### config.mk
export PLATFORM = sky130hd
export DESIGN_NAME = mmio_router
export DESIGN_NICKNAME = d
export VERILOG_FILES = /design/src/rtl/mmio_router_pkg.sv /design/src/rtl/mmio_route_ctrl.sv /design/src/rtl/mmio_route_dp.sv /design/src/rtl/mmio_router.sv
export SDC_FILE = /design/constraint.sdc
export NUM_CORES = 1
export LEC_CHECK = 0
export ABC_AREA = 1
export BUFFER_PORTS_ARGS = -buffer_cell sky130_fd_sc_hd__buf_2
export CELL_PAD_IN_SITES_DETAIL_PLACEMENT = 1
export CELL_PAD_IN_SITES_GLOBAL_PLACEMENT = 1
export CORE_MARGIN = 10
export CORE_UTILIZATION = 15
export DETAILED_ROUTE_END_ITERATION = 10
export PLACE_DENSITY_LB_ADDON = 0.1
export SETUP_SLACK_MARGIN = 0.2
export SLEW_MARGIN = 20
export SYNTH_ARGS = -nofsm -noshare
export SYNTH_HDL_FRONTEND = slang
export SYNTH_SLANG_ARGS = --single-unit
### constraint.sdc
create_clock -name vclk -period 1.6
set_input_delay 0.08 -clock vclk [all_inputs]
set_output_delay 0.08 -clock vclk [all_outputs]
set_load 0.01 [all_outputs]
### src/rtl/mmio_router_pkg.sv
package mmio_router_pkg;

  // Routing strobes handed from the decoder to the datapath.
  typedef struct packed {
    logic periphHit;   // access falls in the peripheral window
    logic extHit;      // access falls anywhere else
  } routeStrobe_t;

  // Read-return multiplexer implementation choice.
  typedef enum logic [0:0] {
    MUX_TERNARY = 1'b0,
    MUX_ANDOR   = 1'b1
  } muxStyle_e;

endpackage

### src/rtl/mmio_route_ctrl.sv
module mmio_route_ctrl
  import mmio_router_pkg::*;
#(
  parameter int ADDR_W   = 32,
  parameter int SEL_W    = 3,
  parameter int PERIPH_ID = 1
) (
  input  logic [ADDR_W-1:0] addr,
  output logic [SEL_W-1:0]  sel,
  output routeStrobe_t      route
);

  localparam int SEL_LSB = ADDR_W - SEL_W;
  localparam logic [SEL_W-1:0] PERIPH_CODE = SEL_W'(PERIPH_ID);

  logic [SEL_W-1:0] selField;
  logic             hit;

  assign selField = addr[ADDR_W-1:SEL_LSB];
  assign hit      = (selField == PERIPH_CODE);

  always_comb begin
    sel             = selField;
    route.periphHit = hit;
    route.extHit    = ~hit;
  end

endmodule

### src/rtl/mmio_route_dp.sv
module mmio_route_dp
  import mmio_router_pkg::*;
#(
  parameter int        ADDR_W    = 32,
  parameter int        DATA_W    = 32,
  parameter muxStyle_e MUX_STYLE = MUX_ANDOR
) (
  input  routeStrobe_t          route,
  input  logic [ADDR_W-1:0]     cpuAddr,
  input  logic [DATA_W-1:0]     cpuWdata,
  input  logic [DATA_W/8-1:0]   cpuStrb,
  input  logic                  cpuWe,
  output logic [DATA_W-1:0]     cpuRdata,
  output logic [ADDR_W-1:0]     periphAddr,
  output logic [DATA_W-1:0]     periphWdata,
  output logic [DATA_W/8-1:0]   periphStrb,
  output logic                  periphWe,
  input  logic [DATA_W-1:0]     periphRdata,
  output logic [ADDR_W-1:0]     extAddr,
  output logic [DATA_W-1:0]     extWdata,
  output logic [DATA_W/8-1:0]   extStrb,
  output logic                  extWe,
  input  logic [DATA_W-1:0]     extRdata
);

  // Request fields fan out to both targets untouched.
  assign periphAddr  = cpuAddr;
  assign periphWdata = cpuWdata;
  assign periphStrb  = cpuStrb;
  assign extAddr     = cpuAddr;
  assign extWdata    = cpuWdata;
  assign extStrb     = cpuStrb;

  // Only the selected target sees the store request.
  assign periphWe = cpuWe & route.periphHit;
  assign extWe    = cpuWe & route.extHit;

  generate
    if (MUX_STYLE == MUX_ANDOR) begin : g_andor
      assign cpuRdata = ({DATA_W{route.periphHit}} & periphRdata)
                      | ({DATA_W{route.extHit}}    & extRdata);
    end else begin : g_ternary
      assign cpuRdata = route.periphHit ? periphRdata : extRdata;
    end
  endgenerate

endmodule

### src/rtl/mmio_router.sv
module mmio_router
  import mmio_router_pkg::*;
#(
  parameter int        ADDR_W    = 32,
  parameter int        DATA_W    = 32,
  parameter int        SEL_W     = 3,
  parameter int        PERIPH_ID = 1,
  parameter muxStyle_e MUX_STYLE = MUX_ANDOR
) (
  input  logic [ADDR_W-1:0]   cpuAddr,
  input  logic [DATA_W-1:0]   cpuWdata,
  input  logic [DATA_W/8-1:0] cpuStrb,
  input  logic                cpuWe,
  output logic [DATA_W-1:0]   cpuRdata,
  output logic [SEL_W-1:0]    devSel,
  output logic [ADDR_W-1:0]   periphAddr,
  output logic [DATA_W-1:0]   periphWdata,
  output logic [DATA_W/8-1:0] periphStrb,
  output logic                periphWe,
  input  logic [DATA_W-1:0]   periphRdata,
  output logic [ADDR_W-1:0]   extAddr,
  output logic [DATA_W-1:0]   extWdata,
  output logic [DATA_W/8-1:0] extStrb,
  output logic                extWe,
  input  logic [DATA_W-1:0]   extRdata
);

  routeStrobe_t route;

  mmio_route_ctrl #(
    .ADDR_W   (ADDR_W),
    .SEL_W    (SEL_W),
    .PERIPH_ID(PERIPH_ID)
  ) u_ctrl (
    .addr (cpuAddr),
    .sel  (devSel),
    .route(route)
  );

  mmio_route_dp #(
    .ADDR_W   (ADDR_W),
    .DATA_W   (DATA_W),
    .MUX_STYLE(MUX_STYLE)
  ) u_dp (
    .route      (route),
    .cpuAddr    (cpuAddr),
    .cpuWdata   (cpuWdata),
    .cpuStrb    (cpuStrb),
    .cpuWe      (cpuWe),
    .cpuRdata   (cpuRdata),
    .periphAddr (periphAddr),
    .periphWdata(periphWdata),
    .periphStrb (periphStrb),
    .periphWe   (periphWe),
    .periphRdata(periphRdata),
    .extAddr    (extAddr),
    .extWdata   (extWdata),
    .extStrb    (extStrb),
    .extWe      (extWe),
    .extRdata   (extRdata)
  );

endmodule

### Word level (Yosys, flattened, before mapping)

Cells that the tools add are included.

| storage, ports and cells | value |
|---|---|
| register bits after elaboration | 0 |
| latch bits | 0 |
| RAM bits | 0 |
| bits in read-only memories | 0 |
| input port bits | 133 |
| output and inout port bits | 173 |
| memories | 0 |

| operators by class | value |
|---|---|
| add/subtract/negate cells | 0 |
| multipliers | 0 |
| divide/modulo/power cells | 0 |
| magnitude comparators | 0 |
| equality and inequality tests | 1 |
| shift operators | 0 |
| muxes and demuxes | 0 |
| bitwise logic cells | 6 |
| reductions and logical operators | 0 |

Operators with widths:

| cell | number |
|---|---|
| $and A32 B32 Y32 | 2 |
| $or A32 B32 Y32 | 1 |
| $eq A3 B1 Y1 const B | 1 |
| $and A1 B1 Y1 | 2 |
| $not A1 Y1 | 1 |

### Longest topological paths before layout

Gate-level depths: netlist of the first run.

| logic depth | value |
|---|---|
| word-level depth | 4 |
| depth in mapped cells | 5 |
| gate-level depth less buffers | 4 |

### Modules after synthesis

Synthesis of the first run repeated with hierarchy kept, for this count alone.

| second synthesis, totals | value |
|---|---|
| cells, all modules | 252 |
| area total of the unflattened synthesis | 1545.2 um2 |

Modules (own cells, without submodules):

| module | instances | cells an instance | area an instance (um2) | sequential area each (um2) |
|---|---|---|---|---|
| mmio_route_dp | 1 | 244 | 1493.9 | 0.0 |
| mmio_route_ctrl | 1 | 8 | 51.3 | 0.0 |

### Worst setup path after synthesis of the first run

Ideal clock, no wire load.

| path | value |
|---|---|
| kind | input to output |
| start point | input cpuAddr[31] |
| end point | output periphWe |
| arrival | 0.639 ns |
| setup slack | 0.881 ns |
| stages | 4 |
| path buffers | 1 |
| path through | nor2_4 > nand2_4 > buf_6 > nor2_1 |

| on the way | value |
|---|---|
| cells in the longest elaborated chain, start to end | 2 |

Ends and longest elaborated chain:

| what | line | RTL |
|---|---|---|
| start: declaration | mmio_router.sv:10 | `input logic [ADDR_W-1:0] cpuAddr,` |
| $eq A3 B1 Y1 | mmio_route_ctrl.sv:20 | `assign hit = (selField == PERIPH_CODE);` |
| $and A1 B1 Y1 | mmio_route_dp.sv:35 | `assign periphWe = cpuWe & route.periphHit;` |
| end: declaration | mmio_router.sv:19 | `output logic periphWe,` |

Every way passes these cells.

### Final worst setup path of the first run

| path | value |
|---|---|
| start point | input cpuAddr[31] |
| end point | output cpuRdata[5] |

| on the way | value |
|---|---|
| cells in the longest elaborated chain, start to end | 4 |
| elaborated cells between the ends (all ways) | 5 |
| those cells by class | eq/ne: 1; bitwise: 4 |

Ends and longest elaborated chain:

| what | line | RTL |
|---|---|---|
| $eq A3 B1 Y1 * | mmio_route_ctrl.sv:20 |  |
| $not A1 Y1 | mmio_route_ctrl.sv:25 | `route.extHit = ~hit;` |
| $and A32 B32 Y32 | mmio_route_dp.sv:41 | `\| ({DATA_W{route.extHit}} & extRdata);` |
| $or A32 B32 Y32 * | mmio_route_dp.sv:41 |  |
| end: declaration | mmio_router.sv:14 | `output logic [DATA_W-1:0] cpuRdata,` |

Mark *: on every way between the ends. The rest lies on a longest branch, timed or not.

==> run_results.csv, run 1 <==
group,metric,value,unit
sta,worstMarginPinSlew,387.0,ps
synth,synth_nets,383,
power_and_ir_drop,max-vdd-ir-drop,0.05444,mV
sta,achievable-frequency,939.7,MHz
place,portBuffers,111,
layout,drive_gt1_share,54.17,%
sta,timing.final.crit_period,1064,ps
global_routing,wire_length_of_the_first_global_routing_pass,7500,µm
global_routing,antenna_found_initial,0,
layout,layout.area.seq,0,µm²
sta,setup_repair_after_global_routing_missed_its_margin,"false",
floorplan,die_x,121.8,µm
route,drt_iter0_markers,13,
worst_setup_path,crit_type,"in -> out",
floorplan,rows,37,
synth,yosys.area.top_type_share,68.54,%
clock_network,post_cts.repair.setup_buffers,0,
worst_hold_path,worst_hold_path_type,"in -> out",
sta,period_share,66.51,%
run,number_of_violations_of_the_max_capacitance_limit,0,
synth,synth_area_leader_cell,"sky130_fd_sc_hd__buf_4",
sta,finalHoldViolCount,0,
layout,insertedDiodeCount,0,
worst_setup_path,element_type_at_the_critical_path_end,"output pin",
route,average_wire_per_cell_in_the_routed_design,14.78,µm
layout,final.fill_count,1305,
worst_setup_path,critical_path_peak_fanout,33,
power_and_ir_drop,power.leakage,0.7522,nW
power_and_ir_drop,power_frac_seq,0,%
synth,syn_area_per_cell,6.221,µm²
power_and_ir_drop,power.share.switching,54.28,%
floorplan,ioPinCount,306,
power_and_ir_drop,clkPwrFrac,0,%
power_and_ir_drop,total_switching_power,0.0001700,W
sta,max_slew_margin,74.20,%
route,ant_nets,0,
layout,multiInputGateArea,431.7,µm²
synth,synth_top_cells_by_area,"sky130_fd_sc_hd__buf_4 (69%), sky130_fd_sc_hd__nand2_1 (15%), sky130_fd_sc_hd__nand3_1 (10%)",
sta,setup_violations,0,
sta,setup_slack,535.8,ps
layout,mostFrequentLayoutCell,"sky130_fd_sc_hd__buf_2",
power_and_ir_drop,cellPowerDensity,262.9,nW/µm²
place,dp.cells,352,
layout,nets,351,
sta,finalMaxSlewViolations,0,
place,preCtsSetupSlack,491.2,ps
sta,final.setup.tns,0,ps
synth,post_synth_inst_count,250,
worst_setup_path,data_required_time_at_the_worst_endpoint,1520,ps
place,gp_congestion,0.7304,
route,vias,1205,
synth,yosysWarnings,0,
power_and_ir_drop,internal_power,0.0001432,W
floorplan,area_of_the_placeable_core,10230,µm²
worst_setup_path,setup.worst_path.start_class,"primary input",
floorplan,die_area,14840,µm²
power_and_ir_drop,power.share.combinational,100.0,%
floorplan,die_height,121.8,µm
worst_setup_path,data_arrival_time_of_the_critical_path,980,ps
route,drcViolationCount,0,
clock_network,cts-hold-fix-buffers,0,
outcome,result_of_the_run,"finished clean",
synth,synth_area,1555,µm²
global_routing,grt.overflow.total,0,
layout,layout.cells.most_common_list,"sky130_fd_sc_hd__buf_2 (111), sky130_fd_sc_hd__nand2_1 (64), sky130_fd_sc_hd__nand3_1 (32)",
layout,area_growth_syn_to_layout,-23.41,%
layout,stdcell_count,352,
global_routing,grt_start_max_net_pins,34,
synth,synth.yosys.seq_area_share,0,%
layout,seq_cells,0,
route,drt-total-wl,5204,µm
floorplan,start_util,15.20,%
global_routing,grt_pass1_vias,1389,
synth,ys_types,10,
place,hpwl,4492,µm
global_routing,grt_util_all_layers,6.192,%
route,via_per_inst,3.423,
route,dr.pass1.iters,4,
layout,layout.clock_buffers,0,
clock_network,ctsResizeCount,0,
==> worst max-delay path, stage by stage <==
cell                      delay [ps]
sky130_fd_sc_hd__buf_2           130
sky130_fd_sc_hd__nor2_4          170
sky130_fd_sc_hd__nand2_4         240
sky130_fd_sc_hd__nand2_1         140
sky130_fd_sc_hd__nand2_1          50
sky130_fd_sc_hd__buf_2           140
==> layer usage <==
metal  vias to the layer above  share of wire, %  track usage [%]
li1                        566                 -                -
met1                       510                31            5.058
met2                        81                50            11.81
met3                        48                12            2.313
met4                         0               6.9            4.545
met5                         -                 0                0
==> power groups by stage <==
stage | clock, W | sequential, W | combinational, W
3_3_place_gp | 0 | 0 | 0.000327
2_1_floorplan | 0 | 0 | 0.000493
5_1_grt | 0 | 0 | 0.000355
6_report | 0 | 0 | 0.000313
4_1_cts | 0 | 0 | 0.000327
3_5_place_dp | 0 | 0 | 0.000326
==> logic make-up (layout without fill, tap and decap cells) <==
kind of cell | after synthesis | count (layout) | share of synthesized area, %
buffers and inverters | 150 | 116 | 72.24
AND/OR/NAND/NOR | 99 | 99 | 27.43
AO/OA/AOI/OAI | 1 | 1 | 0.3215
==> layout make-up <==
type	count	share of cell area, %
multi-input cells	100	36.24
well taps	136	14.29
inverters	1	0.3151
repair buffers	115	49.16
==> path summary, 6_finish.rpt <==
kind / startpoint / depth (start not counted) / endpoint / slack [ps]
setup / recovery: cpuAddr[31] / 6 / cpuRdata[5] / 540
hold / removal: cpuAddr[21] / 0 / extAddr[21] / 160
==> cells in the mapped netlist <==
library cell / instances
sky130_fd_sc_hd__nand2_1: 64
sky130_fd_sc_hd__buf_4: 142
sky130_fd_sc_hd__nand3_1: 32
sky130_fd_sc_hd__a21oi_1: 1
sky130_fd_sc_hd__buf_2: 4
sky130_fd_sc_hd__buf_6: 3
sky130_fd_sc_hd__inv_1: 1
sky130_fd_sc_hd__nor2_4: 1
sky130_fd_sc_hd__nor2_1: 1
sky130_fd_sc_hd__nand2_4: 1
==> per-stage QoR <==
stage          cell area, µm²  total power, W  hold slack (ps)  utilization [%]
2_1_floorplan            1555       0.0004929            251.8                -
3_3_place_gp             1191       0.0003273            160.1            11.64
3_5_place_dp             1191       0.0003257            160.1            11.64
4_1_cts                  1191       0.0003270            160.1            11.64
5_1_grt                  1191       0.0003546            160.0            11.64
6_report                 1191       0.0003131            160.0            11.64
Note: power is estimated with default switching activity, not from simulation.
==> run 2, diff against run 1 <==
Settings changed: CORE_UTILIZATION 15 to 14.
Clock period 1.6 ns to 1 ns, I/O delays scaled along.
==> run 2 against run 1 <==
Net effect:
- final cell count grew 2.8%
- utilization grew 2.6 points
- via count grew 5.7%
- worst setup slack lost 480 ps
- routed wire length grew 25%
- global-route usage grew 1.2 points
- first-iteration DRC count grew 38%
- cell area grew 29%
- sequential share of layout area is the same
- combinational power grew 120%
- power grew 120%
- critical endpoint is now cpuRdata[26]
- highest routed layer unchanged
==> run_results.csv, run 2 (same netlist as run 1, synthesis figures left out) <==
group,metric,value,unit
outcome,result_of_the_run,"finished clean",
sta,max_slew_margin,86.85,%
worst_setup_path,element_type_at_the_critical_path_end,"output pin",
route,ant_nets,0,
sta,setup_violations,0,
global_routing,grt.overflow.total,0,
route,average_wire_per_cell_in_the_routed_design,17.95,µm
power_and_ir_drop,power.share.switching,51.57,%
route,drcViolationCount,0,
sta,final.setup.tns,0,ps
layout,seq_cells,0,
place,hpwl,4401,µm
power_and_ir_drop,internal_power,0.0003265,W
sta,achievable-frequency,1056,MHz
power_and_ir_drop,power_frac_seq,0,%
layout,insertedDiodeCount,0,
worst_setup_path,crit_type,"in -> out",
worst_setup_path,data_arrival_time_of_the_critical_path,900,ps
power_and_ir_drop,power.share.combinational,100.0,%
place,portBuffers,111,
worst_setup_path,timing.critical_path.from,"cpuAddr[31]",
global_routing,grt_util_all_layers,7.374,%
worst_setup_path,setup.worst_path.start_class,"primary input",
route,drt_iter0_markers,18,
floorplan,die_area,15730,µm²
global_routing,antenna_found_initial,0,
layout,layout.cells.most_common_list,"sky130_fd_sc_hd__buf_2 (101), sky130_fd_sc_hd__nand2_1 (56), sky130_fd_sc_hd__nand3_2 (17)",
place,gp_congestion,0.6316,
route,drt-total-wl,6497,µm
power_and_ir_drop,power.leakage,0.8448,nW
floorplan,die_height,125.4,µm
sta,period_share,94.69,%
power_and_ir_drop,total_switching_power,0.0003476,W
route,via_per_inst,3.519,
floorplan,area_of_the_placeable_core,10840,µm²
power_and_ir_drop,clkPwrFrac,0,%
sta,finalHoldViolCount,0,
floorplan,start_util,14.35,%
global_routing,wire_length_of_the_first_global_routing_pass,9418,µm
layout,mostFrequentLayoutCell,"sky130_fd_sc_hd__buf_2",
run,number_of_violations_of_the_max_capacitance_limit,0,
sta,setup_repair_after_global_routing_missed_its_margin,"true",
route,vias,1274,
layout,nets,357,
sta,timing.final.crit_period,946.9,ps
power_and_ir_drop,max-vdd-ir-drop,0.1008,mV
global_routing,grt_pass1_vias,1483,
floorplan,ioPinCount,306,
sta,finalMaxSlewViolations,0,
global_routing,grt_start_max_net_pins,20,
layout,drive_gt1_share,67.12,%
worst_setup_path,critical_path_peak_fanout,8,
layout,area_growth_syn_to_layout,-0.8849,%
layout,layout.area.seq,0,µm²
layout,layout.clock_buffers,0,
worst_setup_path,data_required_time_at_the_worst_endpoint,950,ps
clock_network,cts-hold-fix-buffers,0,
power_and_ir_drop,cellPowerDensity,437.3,nW/µm²
layout,final_util,14.22,%
floorplan,rows,38,
route,dr.pass1.iters,4,
sta,worstMarginPinSlew,197.2,ps
floorplan,die_x,125.4,µm
worst_hold_path,hold_start,"cpuAddr[9]",
worst_hold_path,worst_hold_path_type,"in -> out",
-- run 2: through the flow --
stage                     hold slack [ps]  power [W]  instances  area [µm²]  setup slack [ps]
after global routing                100.0  0.0007534        362        1541            -20.09
final                               100.0  0.0006741        362        1541             53.06
after global placement              100.1  0.0005304        355        1201            -25.33
after detailed placement            100.1  0.0005257        355        1201            -37.41
after floorplan                     191.8  0.0007887        250        1555             341.4
after CTS                           100.1  0.0006243        361        1374             29.53
-- run 2: final cells by class --
type | instances | area, µm²
Multi-Input combinational cell | 102 | 590.6
Inverter | 1 | 3.754
Fill cell | 1359 | 9299
Timing Repair Buffer | 119 | 772.0
Tap cell | 140 | 175.2
-- run 2: power by group through the flow --
stage / clock network (W) / registers, W / logic (W)
2_1_floorplan: 0 / 0 / 0.000789
3_3_place_gp: 0 / 0 / 0.000530
3_5_place_dp: 0 / 0 / 0.000526
4_1_cts: 0 / 0 / 0.000624
5_1_grt: 0 / 0 / 0.000753
6_report: 0 / 0 / 0.000674
-- run 2: metal layers --
metal	routed length [µm]	track usage, %	share of wire [%]
met2	3166	12.59	49
met1	2346	7.672	36
met3	678	2.915	10
met4	306	3.862	4.7
met5	0	0	0
-- run 2: critical path, stage by stage --
cell                        delay (ps)
sky130_fd_sc_hd__buf_8             100
sky130_fd_sc_hd__nor2_4            140
sky130_fd_sc_hd__buf_12            160
sky130_fd_sc_hd__clkbuf_16         180
sky130_fd_sc_hd__nand3_2            60
sky130_fd_sc_hd__nand2_1            70
sky130_fd_sc_hd__buf_2             130
-- run 2: path summary, 6_finish.rpt --
path / to / cells past startpoint
worst max-delay path: cpuRdata[26] / 7
worst min-delay path: extAddr[9] / 0
-- run 2: timing repair --
action | in CTS | in global routing
cloned | 4 | 1
buffers inserted | 2 | 0
gates resized for setup | 17 | 31
pin swaps | 5 | 4
setup endpoints to repair | 34 | 34
